## src/rtl/fmac_pkg.sv

```systemverilog
package fmac_pkg;

  typedef enum logic [2:0] {
    OP_HOLD = 3'd0,
    OP_LOAD = 3'd1,
    OP_ADD  = 3'd2,
    OP_SUB  = 3'd3,
    OP_MADD = 3'd4,
    OP_MSUB = 3'd5,
    OP_NEG  = 3'd6,
    OP_ABS  = 3'd7
  } acc_op_e;

  typedef enum logic [1:0] {
    SH_NONE = 2'd0,
    SH_R1   = 2'd1,
    SH_R3   = 2'd2,
    SH_L1   = 2'd3
  } pshift_e;

  typedef struct packed {
    logic n;
    logic ov;
    logic z;
    logic c;
  } flags_t;

endpackage

```

## src/rtl/fmac_mult.sv

```systemverilog
// Signed fractional multiplier. Keeps the OUT_W bits just below the
// redundant sign bit of the full product. The 0x8000 * 0x8000 case lands
// on the most negative code by modular wrap.
module fmac_mult #(
  parameter int IN_W  = 16,
  parameter int OUT_W = 24
) (
  input  logic [IN_W-1:0]  op_a,
  input  logic [IN_W-1:0]  op_b,
  output logic [OUT_W-1:0] prod
);
  localparam int FULL_W = 2 * IN_W;
  localparam int DROP   = FULL_W - 1 - OUT_W;

  logic [FULL_W-1:0] ext_a, ext_b, full;

  always_comb begin
    ext_a = {{IN_W{op_a[IN_W-1]}}, op_a};
    ext_b = {{IN_W{op_b[IN_W-1]}}, op_b};
    full  = ext_a * ext_b;
    prod  = OUT_W'(full >> DROP);
  end
endmodule

```

## src/rtl/fmac_shift.sv

```systemverilog
// Product shifter between P and the arithmetic unit.
module fmac_shift
  import fmac_pkg::*;
#(
  parameter int W = 24
) (
  input  logic [W-1:0] din,
  input  pshift_e      mode,
  output logic [W-1:0] dout
);
  always_comb begin
    unique case (mode)
      SH_R1:   dout = {din[W-1], din[W-1:1]};
      SH_R3:   dout = {{3{din[W-1]}}, din[W-1:3]};
      SH_L1:   dout = {din[W-2:0], 1'b0};
      default: dout = din;
    endcase
  end
endmodule

```

## src/rtl/fmac_alu.sv

```systemverilog
// Accumulator arithmetic with flag generation and optional clamping.
module fmac_alu
  import fmac_pkg::*;
#(
  parameter int W = 24
) (
  input  acc_op_e      op,
  input  logic [W-1:0] acc,
  input  logic [W-1:0] opnd,
  input  logic         sat_en,
  output logic [W-1:0] res,
  output flags_t       fl
);
  localparam logic [W-1:0] MAX_POS = {1'b0, {(W-1){1'b1}}};
  localparam logic [W-1:0] MAX_NEG = {1'b1, {(W-1){1'b0}}};

  logic [W-1:0] lhs, rhs, rhs_eff, pass_val, wrapped;
  logic [W:0]   sum;
  logic         sub, arith, ovf, cry;

  always_comb begin
    lhs      = acc;
    rhs      = opnd;
    sub      = 1'b0;
    arith    = 1'b1;
    pass_val = acc;
    unique case (op)
      OP_HOLD: arith = 1'b0;
      OP_LOAD: begin arith = 1'b0; pass_val = opnd; end
      OP_ADD, OP_MADD: sub = 1'b0;
      OP_SUB, OP_MSUB: sub = 1'b1;
      OP_NEG: begin lhs = '0; rhs = acc; sub = 1'b1; end
      OP_ABS: begin
        if (acc[W-1]) begin lhs = '0; rhs = acc; sub = 1'b1; end
        else arith = 1'b0;
      end
      default: arith = 1'b0;
    endcase

    rhs_eff = sub ? ~rhs : rhs;
    sum     = {1'b0, lhs} + {1'b0, rhs_eff} + {{W{1'b0}}, sub};

    if (arith) begin
      wrapped = sum[W-1:0];
      cry     = sub ? ~sum[W] : sum[W];
      ovf     = (lhs[W-1] == rhs_eff[W-1]) && (wrapped[W-1] != lhs[W-1]);
    end else begin
      wrapped = pass_val;
      cry     = 1'b0;
      ovf     = 1'b0;
    end

    if (sat_en && ovf) res = wrapped[W-1] ? MAX_POS : MAX_NEG;
    else               res = wrapped;

    fl.n  = res[W-1];
    fl.ov = ovf;
    fl.z  = (res == '0);
    fl.c  = cry;
  end
endmodule

```

## src/rtl/fmac_core.sv

```systemverilog
module fmac_core
  import fmac_pkg::*;
#(
  parameter int IN_W  = 16,
  parameter int ACC_W = 24
) (
  input  logic             clk,
  input  logic             rst_n,
  input  logic             x_we,
  input  logic [IN_W-1:0]  x_in,
  input  logic             y_we,
  input  logic [IN_W-1:0]  y_in,
  input  logic [2:0]       op_sel,
  input  logic [IN_W-1:0]  a_in,
  input  logic [1:0]       shift_sel,
  input  logic             sh3_en,
  input  logic             sat_en,
  output logic [ACC_W-1:0] p_out,
  output logic [ACC_W-1:0] acc_out,
  output logic [IN_W-1:0]  acc_hi,
  output logic             flag_n,
  output logic             flag_ov,
  output logic             flag_z,
  output logic             flag_c
);
  localparam int           PAD     = ACC_W - IN_W;
  localparam logic [IN_W-1:0]  IN_MIN  = {1'b1, {(IN_W-1){1'b0}}};
  localparam logic [ACC_W-1:0] ACC_MIN = {1'b1, {(ACC_W-1){1'b0}}};
  localparam logic [ACC_W-1:0] ACC_MAX = {1'b0, {(ACC_W-1){1'b1}}};

  logic [IN_W-1:0]  x_q, y_q, x_nxt, y_nxt;
  logic [ACC_W-1:0] p_q, prod, p_shifted, alu_opnd, alu_res, acc_q;
  flags_t           flags_q, alu_fl;
  acc_op_e          op;
  pshift_e          smode;
  logic             is_mul_op;

  assign op        = acc_op_e'(op_sel);
  assign is_mul_op = (op == OP_MADD) || (op == OP_MSUB);
  assign smode     = sh3_en ? SH_R3 : pshift_e'(shift_sel);
  assign x_nxt     = x_we ? x_in : x_q;
  assign y_nxt     = y_we ? y_in : y_q;

  fmac_mult #(.IN_W(IN_W), .OUT_W(ACC_W)) u_mult (
    .op_a(x_nxt), .op_b(y_nxt), .prod(prod)
  );

  fmac_shift #(.W(ACC_W)) u_shift (
    .din(p_q), .mode(smode), .dout(p_shifted)
  );

  assign alu_opnd = is_mul_op ? p_shifted : {a_in, {PAD{1'b0}}};

  fmac_alu #(.W(ACC_W)) u_alu (
    .op(op), .acc(acc_q), .opnd(alu_opnd), .sat_en(sat_en),
    .res(alu_res), .fl(alu_fl)
  );

  // Operand and product registers: flow-through multiply on any write.
  always_ff @(posedge clk or negedge rst_n) begin
    if (!rst_n) begin
      x_q <= '0;
      y_q <= '0;
      p_q <= '0;
    end else begin
      x_q <= x_nxt;
      y_q <= y_nxt;
      if (x_we || y_we) p_q <= prod;
    end
  end

  // Accumulator and flags.
  always_ff @(posedge clk or negedge rst_n) begin
    if (!rst_n) begin
      acc_q   <= '0;
      flags_q <= '{n: 1'b0, ov: 1'b0, z: 1'b1, c: 1'b0};
    end else if (op != OP_HOLD) begin
      acc_q   <= alu_res;
      flags_q <= alu_fl;
    end
  end

  assign p_out   = p_q;
  assign acc_out = acc_q;
  assign acc_hi  = acc_q[ACC_W-1 -: IN_W];
  assign flag_n  = flags_q.n;
  assign flag_ov = flags_q.ov;
  assign flag_z  = flags_q.z;
  assign flag_c  = flags_q.c;

  // ---- assertions ----
  p_minus_one_r2: assert property (@(posedge clk) disable iff (!rst_n)
    (x_q == IN_MIN && y_q == IN_MIN) |-> (p_q == ACC_MIN));

  p_p_holds_r3: assert property (@(posedge clk) disable iff (!rst_n)
    (!x_we && !y_we) |=> $stable(p_q));

  p_load_r4: assert property (@(posedge clk) disable iff (!rst_n)
    (op == OP_LOAD) |=> (acc_q == {$past(a_in), {PAD{1'b0}}}));

  p_mac_r6: assert property (@(posedge clk) disable iff (!rst_n)
    (op == OP_MADD && !sh3_en && shift_sel == 2'd0 && !sat_en)
      |=> (acc_q == $past(acc_q) + $past(p_q)));

  p_clamp_r9: assert property (@(posedge clk) disable iff (!rst_n)
    (sat_en && op != OP_HOLD)
      |=> (!flags_q.ov || acc_q == ACC_MAX || acc_q == ACC_MIN));

  p_hold_r10: assert property (@(posedge clk) disable iff (!rst_n)
    (op == OP_HOLD) |=> ($stable(acc_q) && $stable(flags_q)));

  p_nz_track_r10: assert property (@(posedge clk) disable iff (!rst_n)
    (flags_q.z == (acc_q == '0)) && (flags_q.n == acc_q[ACC_W-1]));

endmodule

```

## config.mk

```make
export PLATFORM = sky130hd
export DESIGN_NAME = fmac_core
export DESIGN_NICKNAME = d
export VERILOG_FILES = /design/src/rtl/fmac_pkg.sv /design/src/rtl/fmac_mult.sv /design/src/rtl/fmac_shift.sv /design/src/rtl/fmac_alu.sv /design/src/rtl/fmac_core.sv
export SDC_FILE = /design/constraint.sdc
export NUM_CORES = 1
export LEC_CHECK = 0
export BUFFER_PORTS_ARGS = -buffer_cell sky130_fd_sc_hd__buf_2
export CELL_PAD_IN_SITES_DETAIL_PLACEMENT = 1
export CELL_PAD_IN_SITES_GLOBAL_PLACEMENT = 1
export CORE_MARGIN = 4
export CORE_UTILIZATION = 25
export CTS_BUF_LIST = sky130_fd_sc_hd__clkbuf_16
export CTS_CLUSTER_DIAMETER = 40
export CTS_CLUSTER_SIZE = 30
export DETAILED_ROUTE_END_ITERATION = 16
export PLACE_DENSITY_LB_ADDON = 0.2
export SYNTH_ARGS = -nofsm -noshare
export SYNTH_HDL_FRONTEND = slang
export SYNTH_SLANG_ARGS = --single-unit
```

## constraint.sdc

```tcl
create_clock -name clk -period 11.4 [get_ports clk]
set_clock_uncertainty 0.2 [all_clocks]
set_input_delay 1.14 -clock clk [delete_from_list [all_inputs] [get_ports clk]]
set_output_delay 1.14 -clock clk [all_outputs]
set_load 0.005 [all_outputs]
```

### Word-level counts from Yosys, hierarchy flattened

Index checks and enable logic that the tools add are counted.

| word-level totals | value |
|---|---|
| register bits after elaboration | 84 |
| bits of input ports | 59 |
| output and inout port bits | 68 |
| word-level logic and storage cells | 53 |

| cells by class | value |
|---|---|
| $add $sub $neg | 2 |
| $mul | 1 |
| equality and inequality tests | 11 |
| muxes and demuxes | 20 |
| bitwise gates (word level) | 2 |
| reduce and logical (&&, ||, !) cells | 9 |

Operators by type and width:

| kind | count |
|---|---|
| 2-to-1 mux 24 bit | 7 |
| case mux 24 bit (2 select lines) | 2 |
| case mux 24 bit (3 select lines) | 1 |
| 2-to-1 mux 16 bit | 2 |
| multiplier 16 x 16 -> 31 bit | 1 |
| adder 24 x 24 -> 25 bit | 1 |
| adder 25 x 1 -> 25 bit | 1 |
| logical NOT 24 bit | 1 |
| inverter 24 bit | 1 |
| 2-to-1 mux 23 bit | 1 |
| equality test 3 bit, second input constant | 4 |
| equality test 2 bit, second input constant | 2 |
| 2-to-1 mux 1 bit | 4 |
| case mux 1 bit (2 select lines) | 2 |
| equality test 3 x 1 -> 1 bit, second input constant | 1 |
| equality test 3 x 2 -> 1 bit, second input constant | 1 |
| logical NOT 3 bit | 1 |
| nonzero test 3 bit | 1 |
| OR reduction 3 bit | 1 |
| equality test 2 x 1 -> 1 bit, second input constant | 1 |
| logical AND 1 bit | 2 |
| logical OR 1 bit | 2 |
| 2-to-1 mux 2 bit | 1 |
| OR reduction 2 bit | 1 |
| 3 further kinds | 3 |

### Depth between registers and ports, before layout

| depth | value |
|---|---|
| word-level depth | 16 |
| depth in mapped cells | 28 |
| depth with buffers taken out | 25 |

### Modules after synthesis

Synthesis repeated with hierarchy kept, for this count alone.

| unflattened totals | value |
|---|---|
| cells, all modules | 1804 |
| area total of the unflattened synthesis | 16771.1 um2 |

Modules (own cells, without submodules):

| module | instances | cells each | area an instance (um2) |
|---|---|---|---|
| fmac_mult | 1 | 1026 | 9412.8 |
| fmac_core | 1 | 224 | 3518.4 |
| fmac_alu | 1 | 519 | 3221.8 |
| fmac_shift | 1 | 35 | 618.1 |

### Least setup slack after synthesis

Ideal clock, no wire load.

| timing path | value |
|---|---|
| kind | input port to flip-flop |
| start | input port x_we |
| end | register p_q[23], in the netlist p_out[23] |
| library setup time | 125 ps |
| arrival | 7880 ps |
| required time | 11075 ps |
| path slack | 3195 ps |
| stages on the path | 25 |
| cells stage by stage | buf_2 > buf_1 > mux2i_1 > clkinv_1 > nand2_1 > fa_1 > fa_1 > inv_1 > fa_1 > inv_1 > fa_1 > fa_1 > inv_1 > fa_1 > ha_1 > nand4_1 > a211oi_1 > o31a_1 > a21oi_2 > a31oi_4 > a21oi_2 > nor4b_4 > a21oi_1 > xnor2_1 > mux2_2 |

| between the ends | value |
|---|---|
| longest elaborated chain between the ends | 2 |

Ends and longest elaborated chain:

| element | line | RTL |
|---|---|---|
| start, declared | fmac_core.sv:9 | `input logic x_we,` |
| 2-to-1 mux 16 bit | fmac_core.sv:41 | `assign x_nxt = x_we ? x_in : x_q;` |
| net u_mult.op_a[7] | fmac_mult.sv:8 | `input logic [IN_W-1:0] op_a,` |
| multiplier 16 x 16 -> 31 bit | fmac_mult.sv:20 | `full = ext_a * ext_b;` |
| end signal, assigned | fmac_core.sv:68 | `if (x_we \|\| y_we) p_q <= prod;` |
| end, declared | fmac_core.sv:32 | `logic [ACC_W-1:0] p_q, prod, p_shifted, alu_opnd, alu_res, acc_q;` |

The timed path passes the listed nets, and every way through them passes these cells.
A chain may end at the register's enable or synchronous reset.

### Worst setup path in the final report

| timing path | value |
|---|---|
| start | input port x_we |
| end | register p_q[20], in the netlist p_out[20] |

The elaborated chain is that of the path after synthesis.

==> results.txt <==
Yosys reg bits -> 83
Slew Limit Fails -> 0
Wirelength per Cell -> 20.76 um
DRC viols -> 0
core area -> 61830 um^2
Die W -> 258.1 um
Sum Neg Setup Slack -> 0 ps
HP Start -> flag_z
async set-reset flop share out of synthesis -> 100.0%
Yosys warnings -> 0
number of diodes -> 0
placer's final routability congestion estimate -> 0.8515
Final ANT Viol Nets -> 0
crit path max fanout -> 17
fin crit period -> 9282 ps
number of levels in the clock H-tree -> 3
Initial Util -> 25.30%
CTS Hold Bufs -> 0
Die Height -> 258.1 um
CTS buffer count -> 9
reg-to-reg startpoint -> x_q[6]
Max Cap Viol -> 0
global-route wire length before repair -> 86.92 mm
RSZ-0062 raised after global routing -> no
Setup CP Type -> in -> reg
violation count after the first detailed-routing iteration -> 607
Post-DP HPWL -> 45.66 mm
synth unique cells -> 77
Max Clock Freq -> 107.7 MHz
Mapped Area -> 15640 um^2
Setup crit start -> x_we
endpoint class of the critical path -> flop
synthesized instance count -> 1789
syn avg cell area -> 8.744 um^2
sequential share of the synthesized area -> 13.29%
Area Overhead vs Synth -> 11.25%
Worst EP arrival -> 9360 ps
fill count -> 7307
die area -> 66640 um^2
I/O pin count -> 127
CTS Root Cell -> clkbuf_16
CTS tree -> built
Bufs on Longest Clock Path -> 2
DRT Pass-1 Iters -> 4
max_slew headroom -> 11.49%
PortBufs -> 126
Skew-Pair Late Insertion Delay -> 390 ps
Setup Buffers After CTS -> 0
CTS sink count -> 83
worst min path class -> reg -> reg
Post-layout nets -> 2276
via-per-instance ratio -> 4.679
Gates resized, CTS repair -> 0
worst-margin pin slew -> 1291 ps
Syn Nets -> 2204
Post-synth EDFFs -> 0
setup violators final -> 0
Required @ worst endpoint -> 11480 ps
Vias -> 12650
total wire length -> 56.11 mm
global route overflow -> 0
layout cells sized above 1 -> 11.04%
status -> finished, final reports clean
fin crit share -> 81.42%
largest net degree at the start of global routing -> 53
number of global-route vias before repair -> 14190
final count of hold timing violations -> 0
Clock Pin Slew Worst Setup and Hold Paths -> 90 ps
Tot GR Track Use -> 16.93%
Main synth FF type -> dfrtp_1
CP startpoint kind -> primary input
initial antenna violation count -> 1
# rows -> 91
final cells by class:
cell class / count / area (um^2) / area share (%)
multi-input cells: 1277 / 11870 / 68.22
flip-flops and latches: 83 / 2078 / 11.94
inverters: 340 / 1276 / 7.334
well taps: 837 / 1047 / 6.018
repair buffers: 150 / 813.3 / 4.674
clock buffers: 9 / 225.2 / 1.294
clock inverters: 7 / 90.09 / 0.5177
state kept, by name (all words and copies together) (netlist names):
name	cells
p_out	24
acc_out	24
y_q	16
flag_c	1
x_q	16
flag_ov	1
flag_z	1
metal layers:
| metal | routed length [um] | global-route usage [%] | up-vias |
|---|---|---|---|
| met5 | 13 | 0 | - |
| met4 | 917 | 3.602 | 2 |
| met3 | 1789 | 2.157 | 53 |
| met2 | 27540 | 29.38 | 213 |
| met1 | 25850 | 22.66 | 6541 |
| li1 | - | - | 5839 |
cell usage after synthesis (5+ instances only):
cell type,count,area share [%]
mux2i_1,56,3.6
mux2_2,12,0.86
o221ai_1,15,0.84
dfrtp_1,82,13
buf_4,17,0.82
nand3_1,27,0.86
o31ai_1,10,0.48
a21oi_1,91,2.9
o221a_2,7,0.50
a22o_1,5,0.28
nor2b_1,28,1.1
nand2_1,213,5.1
a21o_1,20,0.96
xnor2_1,55,3.1
buf_1,14,0.34
buf_2,8,0.26
o21a_1,10,0.48
o21bai_1,6,0.29
and3_1,5,0.20
a211oi_1,9,0.43
fa_1,256,33
nand2b_1,9,0.36
and2_1,5,0.20
clkbuf_1,46,1.1
xor2_1,12,0.67
o21ai_0,44,1.4
clkinv_1,13,0.31
a31oi_1,7,0.28
ha_1,100,8.0
inv_1,327,7.8
nor3_1,39,1.2
nor2_1,144,3.5
a22oi_1,12,0.58
nand4_1,7,0.28
stage by stage:
stage / util (%) / worst slack [ps] / instances / instance area (um^2) / hold slack (ps)
final: 28.15 / 2118 / 2703 / 17400 / 278.0
after global routing: 28.15 / 1812 / 2703 / 17400 / 296.7
after CTS: 28.15 / 2164 / 2703 / 17400 / 275.7
after detailed placement: 27.64 / 1725 / 2687 / 17090 / 260.1
after global placement: 27.64 / 1778 / 2687 / 17090 / 262.1
after floorplan: - / 3195 / 1789 / 15640 / 251.4
worst max-delay path, cell delays in order:
cell	delay [ps]
buf_2	500
mux2i_1	1110
clkinv_1	780
nand2_1	260
fa_1	450
inv_1	100
fa_1	410
inv_1	90
fa_1	450
fa_1	540
inv_1	50
fa_1	470
inv_1	50
fa_1	470
inv_1	40
ha_1	320
a21oi_1	390
a211oi_1	170
o31a_1	310
a21oi_2	200
a31oi_4	150
a21boi_0	300
o21bai_1	140
xor2_1	160
mux2_2	260
kinds of logic after synthesis:
family                     share of synthesized area, %
and+or+nand+nor                                   14.33
buffers and inverters                             10.92
adders and majority gates                         40.76
AOI/OAI and AO/OA                                 12.42
DFF                                               13.29
muxes                                             4.535
xor gates and xnor gates                          3.751
placed cells by master, fill, tap and decap left out, drive strengths merged, types with 10 or more instances in the layout:
cell / count
a21o: 20
a21oi: 94
a22oi: 12
buf: 150
clkinv: 17
dfrtp: 82
fa: 256
ha: 100
inv: 328
mux2: 12
mux2i: 57
nand2: 213
nand3: 27
nor2: 145
nor2b: 28
nor3: 39
o21a: 10
o21ai: 46
o221ai: 15
o31ai: 11
xnor2: 55
xor2: 12
path summary, 6_finish.rpt:
path                               to  slack [ps]  cells after the start
setup reg to reg            p_out[20]        3220                     24
min in group asynchronous      x_q[4]         490                      1
max in group asynchronous  acc_out[8]        9270                      2
hold reg to reg                flag_z         280                      2
hold / removal                 flag_z         280                      2
setup / recovery            p_out[20]        2120                     25
Power is not shown: default switching activity piles up to over one toggle a cycle in this logic, so the estimate is an artifact.
